[src/rtl/adc_seq_pkg.sv]
package adc_seq_pkg;

    typedef enum logic [2:0] {
        PH_IDLE,
        PH_PWRUP,
        PH_ACQ,
        PH_SETTLE,
        PH_CONV
    } phase_t;

    localparam logic [2:0] SRC_HW0  = 3'b000;
    localparam logic [2:0] SRC_HW1  = 3'b001;
    localparam logic [2:0] SRC_HW2  = 3'b010;
    localparam logic [2:0] SRC_ANY  = 3'b100;
    localparam logic [2:0] SRC_CONT = 3'b110;
    localparam logic [2:0] SRC_SW   = 3'b111;

    function automatic int max2(input int a, input int b);
        return (a > b) ? a : b;
    endfunction

endpackage

[src/rtl/adc_start_sel.sv]
module adc_start_sel
    import adc_seq_pkg::*;
(
    input  logic       clk,
    input  logic       rst_n,
    input  logic [2:0] src_sel,
    input  logic [2:0] hw_start,
    input  logic       sw_start,
    input  logic       idle,
    output logic       single_go,
    output logic       cont_go,
    output logic       cont_sel
);

    logic strobe;
    logic strobe_q;
    logic hw_mode;
    logic hw_fall;

    // Selected hardware strobe; codes without a line hold it high (no edge)
    always_comb begin
        hw_mode = 1'b1;
        case (src_sel)
            SRC_HW0: strobe = hw_start[0];
            SRC_HW1: strobe = hw_start[1];
            SRC_HW2: strobe = hw_start[2];
            SRC_ANY: strobe = &hw_start;
            default: begin
                strobe  = 1'b1;
                hw_mode = 1'b0;
            end
        endcase
    end

    always_ff @(posedge clk or negedge rst_n) begin
        if (!rst_n) strobe_q <= 1'b0;
        else        strobe_q <= strobe;
    end

    assign hw_fall   = hw_mode & strobe_q & ~strobe;
    assign cont_sel  = (src_sel == SRC_CONT);
    assign single_go = idle & (hw_fall | (sw_start & (src_sel == SRC_SW)));
    assign cont_go   = idle & cont_sel;

endmodule

[src/rtl/adc_phase_fsm.sv]
module adc_phase_fsm
    import adc_seq_pkg::*;
#(
    parameter int PWRUP_CYC      = 10,
    parameter int CONT_PWRUP_CYC = 8,
    parameter int ACQ_CYC        = 3,
    parameter int SETTLE_CYC     = 1,
    parameter int CONV_CYC       = 13,
    parameter int CNT_W          = 4
) (
    input  logic             clk,
    input  logic             rst_n,
    input  logic             single_go,
    input  logic             cont_go,
    input  logic             cont_sel,
    input  logic             auto_sd,
    output logic             idle,
    output logic             busy,
    output logic             track,
    output logic             pwr_en,
    output logic             conv_load,
    output logic             trial_en,
    output logic             conv_xfer,
    output logic [CNT_W-1:0] cnt,
    output logic             done
);

    phase_t           phase_q, phase_d;
    logic [CNT_W-1:0] cnt_q, cnt_d;
    logic             cont_q, cont_d;
    logic             powered_q, powered_d;
    logic             done_d;
    logic             cnt_zero;

    assign cnt_zero = (cnt_q == '0);

    // Next-state logic
    always_comb begin
        phase_d   = phase_q;
        cnt_d     = cnt_zero ? cnt_q : cnt_q - 1'b1;
        cont_d    = cont_q;
        powered_d = powered_q;
        done_d    = 1'b0;
        conv_load = 1'b0;
        unique case (phase_q)
            PH_IDLE: begin
                if (single_go) begin
                    cont_d = 1'b0;
                    if (powered_q) begin
                        phase_d = PH_ACQ;
                        cnt_d   = CNT_W'(ACQ_CYC - 1);
                    end else begin
                        phase_d = PH_PWRUP;
                        cnt_d   = CNT_W'(PWRUP_CYC - 1);
                    end
                end else if (cont_go) begin
                    cont_d = 1'b1;
                    if (powered_q) begin
                        phase_d = PH_ACQ;
                        cnt_d   = CNT_W'(ACQ_CYC - 1);
                    end else begin
                        phase_d = PH_PWRUP;
                        cnt_d   = CNT_W'(CONT_PWRUP_CYC - 1);
                    end
                end
            end
            PH_PWRUP: begin
                if (cnt_zero) begin
                    phase_d   = PH_ACQ;
                    cnt_d     = CNT_W'(ACQ_CYC - 1);
                    powered_d = 1'b1;
                end
            end
            PH_ACQ: begin
                if (cnt_zero) begin
                    if (cont_q) begin
                        phase_d   = PH_CONV;
                        cnt_d     = CNT_W'(CONV_CYC - 1);
                        conv_load = 1'b1;
                    end else begin
                        phase_d = PH_SETTLE;
                        cnt_d   = CNT_W'(SETTLE_CYC - 1);
                    end
                end
            end
            PH_SETTLE: begin
                if (cnt_zero) begin
                    phase_d   = PH_CONV;
                    cnt_d     = CNT_W'(CONV_CYC - 1);
                    conv_load = 1'b1;
                end
            end
            PH_CONV: begin
                if (cnt_zero) begin
                    done_d = 1'b1;
                    if (cont_q && cont_sel) begin
                        phase_d   = PH_ACQ;
                        cnt_d     = CNT_W'(ACQ_CYC - 1);
                        powered_d = 1'b1;
                    end else begin
                        phase_d   = PH_IDLE;
                        cont_d    = 1'b0;
                        powered_d = ~auto_sd;
                    end
                end
            end
            default: phase_d = PH_IDLE;
        endcase
    end

    // State register
    always_ff @(posedge clk or negedge rst_n) begin
        if (!rst_n) begin
            phase_q   <= PH_IDLE;
            cnt_q     <= '0;
            cont_q    <= 1'b0;
            powered_q <= 1'b0;
            done      <= 1'b0;
        end else begin
            phase_q   <= phase_d;
            cnt_q     <= cnt_d;
            cont_q    <= cont_d;
            powered_q <= powered_d;
            done      <= done_d;
        end
    end

    // Outputs
    always_comb begin
        idle      = (phase_q == PH_IDLE);
        busy      = ~idle;
        track     = (phase_q == PH_PWRUP) || (phase_q == PH_ACQ);
        pwr_en    = powered_q | busy;
        trial_en  = (phase_q == PH_CONV) && !cnt_zero;
        conv_xfer = (phase_q == PH_CONV) && cnt_zero;
        cnt       = cnt_q;
    end

endmodule

[src/rtl/adc_sar_reg.sv]
module adc_sar_reg #(
    parameter int RES_W = 12,
    parameter int CNT_W = 4
) (
    input  logic             clk,
    input  logic             rst_n,
    input  logic             load,
    input  logic             trial_en,
    input  logic             xfer,
    input  logic [CNT_W-1:0] cnt,
    input  logic             comp_in,
    output logic [RES_W-1:0] trial,
    output logic [RES_W-1:0] result
);

    // cnt counts RES_W..1 during the trials; bit under trial is cnt-1
    always_ff @(posedge clk or negedge rst_n) begin
        if (!rst_n) begin
            trial <= '0;
        end else if (load) begin
            trial <= {1'b1, {(RES_W-1){1'b0}}};
        end else if (trial_en) begin
            for (int i = 0; i < RES_W; i++) begin
                if (i + 1 == int'(cnt))      trial[i] <= comp_in;
                else if (i + 2 == int'(cnt)) trial[i] <= 1'b1;
            end
        end
    end

    always_ff @(posedge clk or negedge rst_n) begin
        if (!rst_n)    result <= '0;
        else if (xfer) result <= trial;
    end

endmodule

[src/rtl/adc_conv_sequencer.sv]
module adc_conv_sequencer
    import adc_seq_pkg::*;
#(
    parameter int RES_W          = 12,
    parameter int PWRUP_CYC      = 10,
    parameter int CONT_PWRUP_CYC = 8,
    parameter int ACQ_CYC        = 3,
    parameter int SETTLE_CYC     = 1
) (
    input  logic             clk,
    input  logic             rst_n,
    input  logic [2:0]       src_sel,
    input  logic [2:0]       hw_start,
    input  logic             sw_start,
    input  logic             auto_sd,
    input  logic             comp_in,
    output logic [RES_W-1:0] dac_code,
    output logic             track,
    output logic             pwr_en,
    output logic             busy,
    output logic             done,
    output logic [RES_W-1:0] result
);

    localparam int CONV_CYC = RES_W + 1;
    localparam int MAX_CYC  = max2(max2(PWRUP_CYC, CONT_PWRUP_CYC),
                                   max2(max2(ACQ_CYC, SETTLE_CYC), CONV_CYC));
    localparam int CNT_W    = $clog2(MAX_CYC + 1);

    logic             idle;
    logic             single_go;
    logic             cont_go;
    logic             cont_sel;
    logic             conv_load;
    logic             trial_en;
    logic             conv_xfer;
    logic [CNT_W-1:0] cnt;

    adc_start_sel u_start (
        .clk       (clk),
        .rst_n     (rst_n),
        .src_sel   (src_sel),
        .hw_start  (hw_start),
        .sw_start  (sw_start),
        .idle      (idle),
        .single_go (single_go),
        .cont_go   (cont_go),
        .cont_sel  (cont_sel)
    );

    adc_phase_fsm #(
        .PWRUP_CYC      (PWRUP_CYC),
        .CONT_PWRUP_CYC (CONT_PWRUP_CYC),
        .ACQ_CYC        (ACQ_CYC),
        .SETTLE_CYC     (SETTLE_CYC),
        .CONV_CYC       (CONV_CYC),
        .CNT_W          (CNT_W)
    ) u_fsm (
        .clk       (clk),
        .rst_n     (rst_n),
        .single_go (single_go),
        .cont_go   (cont_go),
        .cont_sel  (cont_sel),
        .auto_sd   (auto_sd),
        .idle      (idle),
        .busy      (busy),
        .track     (track),
        .pwr_en    (pwr_en),
        .conv_load (conv_load),
        .trial_en  (trial_en),
        .conv_xfer (conv_xfer),
        .cnt       (cnt),
        .done      (done)
    );

    adc_sar_reg #(
        .RES_W (RES_W),
        .CNT_W (CNT_W)
    ) u_sar (
        .clk      (clk),
        .rst_n    (rst_n),
        .load     (conv_load),
        .trial_en (trial_en),
        .xfer     (conv_xfer),
        .cnt      (cnt),
        .comp_in  (comp_in),
        .trial    (dac_code),
        .result   (result)
    );

endmodule

[config.mk]
export PLATFORM = sky130hd
export DESIGN_NAME = adc_conv_sequencer
export DESIGN_NICKNAME = d
export VERILOG_FILES = /design/src/rtl/adc_seq_pkg.sv /design/src/rtl/adc_start_sel.sv /design/src/rtl/adc_phase_fsm.sv /design/src/rtl/adc_sar_reg.sv /design/src/rtl/adc_conv_sequencer.sv
export SDC_FILE = /design/constraint.sdc
export NUM_CORES = 1
export LEC_CHECK = 0
export BUFFER_PORTS_ARGS = -buffer_cell sky130_fd_sc_hd__clkbuf_2
export CORE_MARGIN = 5
export CORE_UTILIZATION = 50
export CTS_CLUSTER_SIZE = 12
export DETAILED_ROUTE_END_ITERATION = 6
export MAX_ROUTING_LAYER = met4
export PLACE_DENSITY = 0.73
export REMOVE_ABC_BUFFERS = 1
export SETUP_SLACK_MARGIN = 0.5
export SKIP_CTS_REPAIR_TIMING = 1
export SKIP_LAST_GASP = 1
export SLEW_MARGIN = 20
export SYNTH_ARGS = -nofsm -noshare
export SYNTH_HDL_FRONTEND = slang
export SYNTH_SLANG_ARGS = --single-unit
export TNS_END_PERCENT = 100
[constraint.sdc]
create_clock -name clk -period 4.75 [get_ports clk]
set_input_delay 0.475 -clock clk [delete_from_list [all_inputs] [get_ports clk]]
set_output_delay 0.475 -clock clk [all_outputs]
set_load 0.03 [all_outputs]
==> out/summary.txt, run 1 <==
Post-synthesis instance total: 221
Overall die height: 74.1 um
Leading cell type in the layout, fill and taps excluded: clkbuf_2
Fraction of post-synthesis cell area in the top cell type by area: 0.427
Worst flop-to-flop path startpoint: u_fsm.cnt[1]
Top FF cell, synth: dfrtp_1
Worst-path maximum fanout: 15
Net count, final: 270
Library cells used by synthesis: 48
Synth area leader: dfrtp_1
Fillers: 371
Final core area utilization: 0.593
WL per Instance: 15.1 um
Worst-case vdd ir drop: 0.287 mV
Starting Density: 0.513
Aggregate negative setup slack: 0 ns
Cell count of the worst reg-to-reg path: 9
Initial antenna violation count: 0
Remaining antenna violation count after routing: 0
Cell at the slowest stage of the critical path: or4_1
Number of antenna repair diodes: 0
Total clock sinks: 35
Number of cell rows: 23
Max-Cap Viols: 0
Final worst path period need: 2.89 ns
Min-delay worst type: in -> async
Pin count of the biggest net entering global routing: 36
Clock Root Buffer: clkbuf_8
Number of detailed-routing iterations run before antenna repair: 4
Fmax achieved: 346 MHz
Period utilisation layout: 0.608
Clock share of power: 0.160
Signal arrival time at the worst endpoint: 3.12 ns
Global-route track usage on met2: 0.279
GR met1 Demand/Resource: 0.254
Fraction of layout cells with a size suffix above 1: 0.275
Residual DRC count: 0
Routed vias: 1745
Hold Fails Final Rpt: 0
Sequential power share: 0.334
Total clock buffers created by CTS: 5
Seq cells post-synth: 35
Smallest hold slack: 0.297 ns
Register-to-register path setup slack: 1.86 ns
Final wirelength: 4610 um
Max-slew violation total from the final report: 0
Relative slew slack: 0.406
FFs w/ async S/R, synth: 1.00
Met3 Use GR: 0.0365
Critical Path, Cell by Cell: inv_1 -> ha_1 -> nor3b_2 -> inv_2 -> ha_1 -> or4_1 -> o211ai_2 -> o21bai_1 -> o211a_1
Vias in the first global route: 1589
Slew of the pin with the lowest slew margin: 0.891 ns
Power dissipated by switching net loads: 776 uW
P&R area growth vs syn: 15.5%
DPL Wire Length: 3300 um
Top-Level Pins: 39
Type of origin of the critical path: register
Later-pin clock latency in the skew report: 0.29 ns
End of the worst register-to-register path: u_fsm.cnt[0]
Port Buffer Count: 38
Power density normalized to cell area: 702 nW/um2
Critical Path Start: u_fsm.cnt[1]
Initial detailed-routing violation count: 91
Outcome: completed
Via count normalized by instance count: 5.72
Top cells by area in the synthesized netlist: dfrtp_1, mux2_2, nor2_1
Placeable core area: 4000 um2
Data required time at the worst endpoint: 4.98 ns
CP Class: reg -> reg
Synth Cell Area: 2050 um2
Number of levels the H-tree was split into: 2
Internal power summed over all cells: 888 uW
Leakage power summed over all cells: 1.06 nW
Post-synthesis average cell area: 9.29 um2
Yosys warning count: 0
Kind of end point of the critical path: register
Crit path to: u_fsm.cnt[0]
Global-route wire length before repair: 7600 um
Sequential cell area fraction in the yosys report: 0.427
Setup repair after global routing missed its margin: no
Clock-pin slew on the worst setup and hold paths: 0.07 ns
Comb pwr share: 0.506
Number of endpoints failing setup at the final stage: 0
Width of the die: 74.1 um
CTS tree: yes
Delay of the slowest cell on the worst path: 0.54 ns
Final weighted congestion in routability-driven placement: 0.886
Layout Skew: 0.00436 ns
Remaining global-route overflow: 0
Number of buffers on the longest clock path: 2
Critical Path Most Common Cell: ha_1
GRT Overall Usage: 0.186
Switching Share: 0.466
Area enclosed by the die boundary: 5490 um2
Number of synthesized flops with an enable pin: 0
Commonest cells after routing, fill and taps aside: clkbuf_2, dfrtp_1, nor2_1
Most congested layer reported by global routing: met2
==> state kept, by name (all words and copies together), names as in the netlist <==
register	flops
u_sar.result	12
u_fsm.cnt	4
u_fsm.powered_q	1
u_fsm.done	1
u_fsm.phase_q	3
u_fsm.cont_q	1
u_start.strobe_q	1
u_sar.trial	12
==> how the worst min path moves through the flow <==
stage	depth (start not counted)	endpoint	from	slack, ns
final	1	u_fsm.cont_q	rst_n	0.30
after global routing	1	u_fsm.cont_q	rst_n	0.37
after CTS	1	u_fsm.cnt[1]	rst_n	0.33
after detailed placement	1	u_sar.result[5]	u_sar.result[5]	0.49
after global placement	1	u_sar.result[2]	u_sar.result[2]	0.49
after floorplan	0	u_fsm.cnt[0]	rst_n	0.18
==> Yosys cell counts, types with 2 or more instances <==
cell type	n
nor3_1	9
or3_1	2
o22ai_1	2
nor3b_2	2
o21ai_1	4
o21ai_0	16
inv_1	7
nand2b_1	7
buf_2	2
a211oi_1	2
ha_1	5
nand2_1	9
clkbuf_1	9
nor2b_1	7
o31ai_1	2
a21oi_1	14
nor2_1	26
or2_2	2
dfrtp_1	35
nand3_1	5
mux2_2	16
and3_1	2
mux2i_1	5
o211ai_1	5
a31oi_1	2
nand3b_1	2
==> layer usage <==
layer / up-vias / routed length [um] / share of wire
met3: 5 / 219 / 0.048
met5: - / 0 / 0
met4: 0 / 68 / 0.015
met2: 42 / 2110 / 0.46
met1: 834 / 2210 / 0.48
li1: 864 / - / -
==> power by group through the flow <==
stage               combinational (mW)  sequential [mW]  clock, mW
floorplan                        0.494            0.672          0
global placement                 0.828            0.553          0
detailed placement               0.837            0.560          0
CTS                              0.843            0.554      0.274
global route                     0.926            0.576      0.286
finish                           0.842            0.555      0.267
==> kinds of logic after synthesis <==
| family | after synthesis | share of synthesized area |
|---|---|---|
| multiplexers | 21 | 0.112 |
| AO/OA/AOI/OAI | 60 | 0.187 |
| adder cells (fa/ha/maj) | 5 | 0.0305 |
| buffers and inverters | 20 | 0.0378 |
| AND/OR/NAND/NOR | 79 | 0.202 |
| XOR/XNOR | 1 | 0.00427 |
| flip-flops | 35 | 0.427 |
==> metrics by stage <==
stage	instances	total power [mW]	area, um2	worst slack (ns)
after global placement	297	1.38	2260	1.99
after floorplan	209	1.17	2010	2.15
after detailed placement	297	1.40	2260	1.92
after global routing	305	1.79	2370	1.70
after CTS	305	1.67	2370	1.89
final	305	1.66	2370	1.86
==> final cells by class <==
cell class	instances	area (um2)	share of cell area
inverter	8	30.0	0.0127
multi-input combinational	166	1100	0.464
timing repair buffer	38	190	0.0802
clock buffer	5	68.8	0.0290
clock inverter	3	43.8	0.0185
sequential	35	876	0.369
tap	50	62.6	0.0264
==> critical path, delay by kind of cell (launching register included) <==
family	cells	cell delay (ns)
AOI/OAI and AO/OA	3	0.39
adders and majority gates	2	0.75
buffers and inverters	2	0.30
DFF	1	0.46
and+or+nand+nor	2	0.93
Note: power is estimated with default switching activity, not from simulation.
==> run 2: changes to the inputs <==
==> constraint.sdc (replaced) <==
create_clock -name clk -period 2.8 [get_ports clk]
set_input_delay 0.28 -clock clk [delete_from_list [all_inputs] [get_ports clk]]
set_output_delay 0.28 -clock clk [all_outputs]
set_load 0.03 [all_outputs]
==> run 2 against run 1 <==
Via count is 5.2% higher. Largest cell class unchanged. Critical path depth stayed put. Non-clock buffer count is 13 higher. Worst hold slack worse by 0.20 ns. Register-to-register slack worse by 1.3 ns. Cell count is 4.3% higher. Clock-buffer cell count stayed put. Routed wire length is 4.2% higher. Sequential share of layout area is 1.8 points lower. Clock skew is 0.0013 ns lower. Critical path type unchanged.
==> out/summary.txt, run 2 (same netlist as run 1, synthesis figures left out) <==
Residual DRC count: 0 (unchanged)
Placeable core area: 4000 um2 (unchanged)
Max-Cap Viols: 0 (unchanged)
DPL Wire Length: 3320 um (was 3300 um)
Top metal layer carrying routed signals: met4 (unchanged)
Area enclosed by the die boundary: 5490 um2 (unchanged)
Min-delay worst type: in -> async (unchanged)
Top-Level Pins: 39 (unchanged)
WL per Instance: 15.1 um (about the same)
Final wirelength: 4800 um (was 4610 um)
Width of the die: 74.1 um (unchanged)
Critical Path, Cell by Cell: inv_4 -> ha_2 -> nor3b_4 -> inv_2 -> ha_4 -> or4_4 -> o211ai_2 -> o21bai_1 -> o211a_1 (was inv_1 -> ha_1 -> nor3b_2 -> inv_2 -> ha_1 -> or4_1 -> o211ai_2 -> o21bai_1 -> o211a_1)
Overall die height: 74.1 um (unchanged)
Later-pin clock latency in the skew report: 0.29 ns (about the same)
Global-route wire length before repair: 7810 um (was 7600 um)
Number of detailed-routing iterations run before antenna repair: 4 (unchanged)
Power density normalized to cell area: 1200 nW/um2 (was 702 nW/um2)
Metal-1 WL: 2040 um (was 2210 um)
Starting Density: 0.513 (unchanged)
Final weighted congestion in routability-driven placement: 0.887 (was 0.886)
Clock Root Buffer: clkbuf_8 (unchanged)
Number of levels the H-tree was split into: 2 (unchanged)
Number of endpoints failing setup at the final stage: 0 (unchanged)
Remaining global-route overflow: 0 (unchanged)
Remaining antenna violation count after routing: 0 (unchanged)
Outcome: completed (unchanged)
Number of buffers on the longest clock path: 2 (unchanged)
Pin count of the biggest net entering global routing: 36 (unchanged)
Number of antenna repair diodes: 0 (unchanged)
Relative slew slack: 0.419 (was 0.406)
Worst path buffer plus inverter count: 2 (unchanged)
Number of cell rows: 23 (unchanged)
Commonest cells after routing, fill and taps aside: clkbuf_2, dfrtp_1, nor2_1 (unchanged)
Leading cell type in the layout, fill and taps excluded: clkbuf_2 (unchanged)
Fillers: 345 (was 371)
Period utilisation layout: 0.792 (was 0.608)
Slew of the pin with the lowest slew margin: 0.872 ns (was 0.891 ns)
Vias in the first global route: 1612 (was 1589)
Initial antenna violation count: 0 (unchanged)
Initial detailed-routing violation count: 121 (was 91)
CP Class: reg -> reg (unchanged)
Max-slew violation total from the final report: 0 (unchanged)
Worst-path maximum fanout: 3 (was 15)
Routed vias: 1836 (was 1745)
Total Power Consumption: 3.00 mW (was 1.66 mW)
Worst-case vdd ir drop: 0.555 mV (was 0.287 mV)
Data required time at the worst endpoint: 3.03 ns (was 4.98 ns)
Layout Skew: 0.00304 ns (was 0.00436 ns)
Clock-pin slew on the worst setup and hold paths: 0.07 ns (about the same)
Net count, final: 283 (was 270)
Routed length on met2: 2350 um (was 2110 um)
Hold Fails Final Rpt: 0 (unchanged)
Fraction of layout cells with a size suffix above 1: 0.332 (was 0.275)
Met3 wire len: 319 um (was 219 um)
Fmax achieved: 451 MHz (was 346 MHz)
GRT Overall Usage: 0.192 (was 0.186)
Via count normalized by instance count: 5.77 (was 5.72)
Total clock sinks: 35 (unchanged)
CTS tree: yes (unchanged)
Largest delay share family, worst path: simple AND/OR/NAND/NOR gates (unchanged)
Cell at the slowest stage of the critical path: or4_4 (was or4_1)
Port Buffer Count: 38 (unchanged)
Signal arrival time at the worst endpoint: 2.45 ns (was 3.12 ns)
Leakage power summed over all cells: 1.12 nW (was 1.06 nW)
Total clock buffers created by CTS: 5 (unchanged)
P&R area growth vs syn: 21.7% (was 15.5%)
Aggregate negative setup slack: 0 ns (unchanged)
Setup repair after global routing missed its margin: no (unchanged)
Smallest hold slack: 0.0932 ns (was 0.297 ns)
Type of origin of the critical path: register (unchanged)
Delay of the slowest cell on the worst path: 0.53 ns (was 0.54 ns)
Kind of end point of the critical path: register (unchanged)
Final worst path period need: 2.22 ns (was 2.89 ns)
run 2: cell count changes in the layout (fill, tap and decap cells not counted), sizes merged:
cell	change
buf	+13
run 2: worst reg2reg max path, stage by stage (launching register included):
cell,delay [ns]
dfrtp_2,0.44
inv_4,0.08
ha_2,0.18
nor3b_4,0.23
inv_2,0.09
ha_4,0.23
or4_4,0.53
o211ai_2,0.09
o21bai_1,0.13
o211a_1,0.16
run 2: report_power, final:
part	internal (mW)	switching [mW]	total (mW)
Sequential	0.698	0.222	0.920
Clock	0.265	0.195	0.460
Combinational	0.669	0.953	1.62
run 2: worst paths after layout:
| kind | startpoint | to | slack (ns) | cells after the start |
|---|---|---|---|---|
| worst max-delay path | u_fsm.cnt[0] | u_fsm.cnt[0] | 0.58 | 9 |
| worst min-delay path | rst_n | u_start.strobe_q | 0.09 | 1 |
| worst max register to register | u_fsm.cnt[0] | u_fsm.cnt[0] | 0.58 | 9 |
| worst min register to register | u_sar.result[10] | u_sar.result[10] | 0.51 | 1 |
| max in group asynchronous | rst_n | u_fsm.cnt[0] | 2.12 | 1 |
| min in group clk | hw_start[1] | u_start.strobe_q | 0.26 | 2 |
run 2: per-stage QoR:
step | setup slack (ns) | util | std cells | instance area, um2
final | 0.582 | 0.625 | 318 | 2500
after detailed placement | 0.417 | 0.576 | 303 | 2300
after global routing | 0.464 | 0.625 | 318 | 2500
after CTS | 0.399 | 0.604 | 311 | 2420
after global placement | 0.482 | 0.576 | 303 | 2300
after floorplan | 0.205 | - | 209 | 2010
run 2: area by class of cell:
type / instances / area (um2) / share of cell area
multi-input combinational: 166 / 1120 / 0.450
tap: 50 / 62.6 / 0.0250
timing repair buffer: 51 / 288 / 0.115
clock inverter: 3 / 43.8 / 0.0175
sequential: 35 / 878 / 0.352
inverter: 8 / 32.5 / 0.0130
clock buffer: 5 / 68.8 / 0.0275
run 2: routing by layer:
metal	vias to the layer above	track usage
li1	890	-
met1	873	0.259
met2	64	0.278
met3	9	0.0419
met4	0	0.0825
met5	-	-
==> run 3: changes to the inputs <==
--- a/config.mk
+++ b/config.mk
@@ -5,6 +5,7 @@
 export SDC_FILE = /design/constraint.sdc
 export NUM_CORES = 1
 export LEC_CHECK = 0
+export ABC_AREA = 1
 export BUFFER_PORTS_ARGS = -buffer_cell sky130_fd_sc_hd__clkbuf_2
 export CORE_MARGIN = 5
 export CORE_UTILIZATION = 50
==> constraint.sdc (replaced) <==
create_clock -name clk -period 2.1 [get_ports clk]
set_input_delay 0.21 -clock clk [delete_from_list [all_inputs] [get_ports clk]]
set_output_delay 0.21 -clock clk [all_outputs]
set_load 0.03 [all_outputs]
==> run 3 against run 2 <==
Clock-buffer cell count up 2. Worst hold slack better by 0.048 ns. Clock skew up 0.0045 ns. Sequential power up 18%. Global-route usage down 0.29 points. Sequential share of layout area down 1.3 points. Utilization up 2.0 points. Clock power up 20%. Critical path type unchanged.
==> out/summary.txt, run 3 <==
Outcome: completed (unchanged)
Top FF cell, synth: dfrtp_1 (unchanged)
Sequential cell area fraction in the yosys report: 0.421 (was 0.427)
Final wirelength: 5320 um (was 4800 um)
Worst Hold Launch: auto_sd
Overall die height: 74.5 um (was 74.1 um)
End of the worst register-to-register path: u_fsm.cnt[0] (unchanged)
Setup repair after global routing missed its margin: yes (was no)
Relative slew slack: 0.677 (was 0.419)
Delay of the slowest cell on the worst path: 0.44 ns (was 0.53 ns)
Final weighted congestion in routability-driven placement: 0.863 (was 0.887)
Clock-pin slew on the worst setup and hold paths: 0.07 ns (about the same)
Initial detailed-routing violation count: 122 (was 121)
GRT Overall Usage: 0.189 (was 0.192)
CP Class: reg -> reg (unchanged)
Worst flop-to-flop path startpoint: u_fsm.cnt[0] (unchanged)
Data required time at the worst endpoint: 2.27 ns (was 3.03 ns)
Fraction of layout cells with a size suffix above 1: 0.291 (was 0.332)
Worst-case vdd ir drop: 0.864 mV (was 0.555 mV)
Leading cell type in the layout, fill and taps excluded: nand2_1 (was clkbuf_2)
Clock Root Buffer: clkbuf_8 (unchanged)
Hold Fails Final Rpt: 0 (unchanged)
Library cells used by synthesis: 31 (was 48)
Critical Path Start: u_fsm.cnt[0] (unchanged)
Slew of the pin with the lowest slew margin: 0.480 ns (was 0.872 ns)
Max-slew violation total from the final report: 0 (unchanged)
Layout Skew: 0.00756 ns (was 0.00304 ns)
Fin cells: 376 (was 318)
Via count normalized by instance count: 5.43 (was 5.77)
Top-Level Pins: 39 (unchanged)
Kind of end point of the critical path: register (unchanged)
Period utilisation layout: 0.760 (was 0.792)
P&R area growth vs syn: 24.8% (was 21.7%)
Cell count of the worst reg-to-reg path: 9 (unchanged)
Pin count of the biggest net entering global routing: 36 (unchanged)
Port Buffer Count: 38 (unchanged)
Residual DRC count: 0 (unchanged)
Seq cells post-synth: 35 (unchanged)
Final worst path period need: 1.60 ns (was 2.22 ns)
Remaining antenna violation count after routing: 0 (unchanged)
WL per Instance: 14.1 um (was 15.1 um)
Critical Path, Cell by Cell: inv_4 -> ha_4 -> nand2_8 -> ha_4 -> inv_2 -> o21ai_2 -> nand3_1 -> nand3_1 -> nand3_1 (was inv_4 -> ha_2 -> nor3b_4 -> inv_2 -> ha_4 -> or4_4 -> o211ai_2 -> o21bai_1 -> o211a_1)
Placeable core area: 4030 um2 (was 4000 um2)
Number of buffers on the longest clock path: 2 (unchanged)
Synth Cell Area: 2080 um2 (was 2050 um2)
Number of cell rows: 23 (unchanged)
Register-to-register path setup slack: 0.50 ns (was 0.58 ns)
Top cells by instance count after synthesis: nand2_1, dfrtp_1, inv_1 (was dfrtp_1, nor2_1, mux2_2, o21ai_0, a21oi_1)
Cell at the slowest stage of the critical path: dfrtp_2 (was or4_4)
Width of the die: 74.5 um (was 74.1 um)
Remaining global-route overflow: 0 (unchanged)
Fmax achieved: 626 MHz (was 451 MHz)
Number of synthesized flops with an enable pin: 0 (unchanged)
Critical Path Most Common Cell: nand3_1
Number of levels the H-tree was split into: 2 (unchanged)
Top cells by area in the synthesized netlist: dfrtp_1, nand2_1, nand3_1 (was dfrtp_1, mux2_2, nor2_1)
Total clock buffers created by CTS: 5 (unchanged)
Fraction of post-synthesis cell area in the top cell type by area: 0.421 (was 0.427)
Type of origin of the critical path: register (unchanged)
Initial antenna violation count: 0 (unchanged)
Area enclosed by the die boundary: 5550 um2 (was 5490 um2)
Leakage power summed over all cells: 1.39 nW (was 1.12 nW)
Synth area leader: dfrtp_1 (unchanged)
Worst-path maximum fanout: 6 (was 3)
Min-delay worst type: in -> reg (was in -> async)
Largest delay share family, worst path: adder cells (was simple AND/OR/NAND/NOR gates)
Number of endpoints failing setup at the final stage: 0 (unchanged)
Cell total after placement: 355 (was 303)
Post-synthesis average cell area: 7.68 um2 (was 9.29 um2)
Yosys warning count: 0 (unchanged)
Routed vias: 2042 (was 1836)
Critical Path Stages: 9 (unchanged)
DPL Wire Length: 3430 um (was 3320 um)
Global-route wire length before repair: 7870 um (was 7810 um)
FFs w/ async S/R, synth: 1.00 (unchanged)
Vias in the first global route: 1771 (was 1612)
Commonest cells after routing, fill and taps aside: nand2_1, clkbuf_2, dfrtp_1 (was clkbuf_2, dfrtp_1, nor2_1)
Total clock sinks: 35 (unchanged)
Max-Cap Viols: 0 (unchanged)
Leading cell type by number of instances after synthesis: nand2_1 (was dfrtp_1)
Crit path to: u_fsm.cnt[0] (unchanged)
Starting Density: 0.517 (was 0.513)
Later-pin clock latency in the skew report: 0.29 ns (about the same)
Signal arrival time at the worst endpoint: 1.76 ns (was 2.45 ns)
Worst path buffer plus inverter count: 2 (unchanged)
Net count, final: 341 (was 283)
Fillers: 333 (was 345)
Number of detailed-routing iterations run before antenna repair: 4 (unchanged)
Post-synthesis instance total: 271 (was 221)
Aggregate negative setup slack: 0 ns (unchanged)
Number of antenna repair diodes: 0 (unchanged)
Power density normalized to cell area: 1540 nW/um2 (was 1200 nW/um2)
CTS tree: yes (unchanged)
[run 3: cell types whose count changed in the layout (fill, tap and decap cells not counted), moves of 7 or more]
cell	delta
a21oi_1	-7
nand2b_1	-7
inv_1	+18
nor2b_1	-7
nor3_1	-7
nand3_1	+21
nand2_1	+68
mux2_2	-16
[run 3: layout make-up]
cell class / instances / area (um2) / share of cell area
Clock buffer: 7 / 96.3 / 0.0371
Clock inverter: 1 / 7.51 / 0.00289
Inverter: 33 / 139 / 0.0534
Multi-Input combinational cell: 199 / 1120 / 0.432
Sequential cell: 35 / 881 / 0.339
Tap cell: 50 / 62.6 / 0.0241
Timing Repair Buffer: 51 / 290 / 0.112
[run 3: how the worst min path moves through the flow]
stage	cells after the start	end	slack (ns)
after floorplan	0	u_fsm.cnt[0]	-0.09
final	2	u_fsm.powered_q	0.14
after global routing	2	u_fsm.powered_q	0.15
after detailed placement	2	u_sar.result[2]	0.28
after CTS	2	u_sar.trial[10]	-0.03
after global placement	2	u_sar.result[0]	0.27
[run 3: report_power, final]
group / leakage [nW] / switching [mW] / internal, mW
Sequential: 0.425 / 0.196 / 0.892
Clock: 0.0505 / 0.254 / 0.298
Combinational: 0.913 / 1.54 / 0.811
Total: 1.39 / 1.99 / 2.00
[run 3: through the flow]
| stage | total power [mW] | setup slack, ns | area [um2] | utilization | hold slack (ns) |
|---|---|---|---|---|---|
| finish | 3.99 | 0.503 | 2600 | 0.645 | 0.141 |
| global route | 4.28 | 0.415 | 2600 | 0.645 | 0.151 |
| CTS | 3.59 | 0.257 | 2400 | 0.597 | -0.0277 |
| detailed placement | 3.03 | 0.276 | 2300 | 0.571 | 0.281 |
| global placement | 3.00 | 0.357 | 2300 | 0.571 | 0.273 |
| floorplan | 2.55 | 0.415 | 2030 | - | -0.0856 |
[run 3: kinds of logic after synthesis]
family,count (synthesis),synth area share
AOI/OAI and AO/OA,47,0.145
adders and majority gates,5,0.0300
buffers and inverters,39,0.0859
DFF,35,0.421
and+or+nand+nor,145,0.319
[run 3: layer usage]
layer	global-route usage	vias to the layer above	share of wire
met5	-	-	0
met2	0.312	54	0.52
met3	0.0378	11	0.046
met1	0.235	972	0.42
met4	0.0534	0	0.018
li1	-	1005	-
[run 3: worst reg2reg max path, stage by stage, from the launching register on]
cell     delay, ns
dfrtp_2       0.44
inv_4         0.09
ha_4          0.17
nand2_8       0.09
ha_4          0.28
inv_2         0.04
o21ai_2       0.10
nand3_1       0.09
nand3_1       0.09
nand3_1       0.08
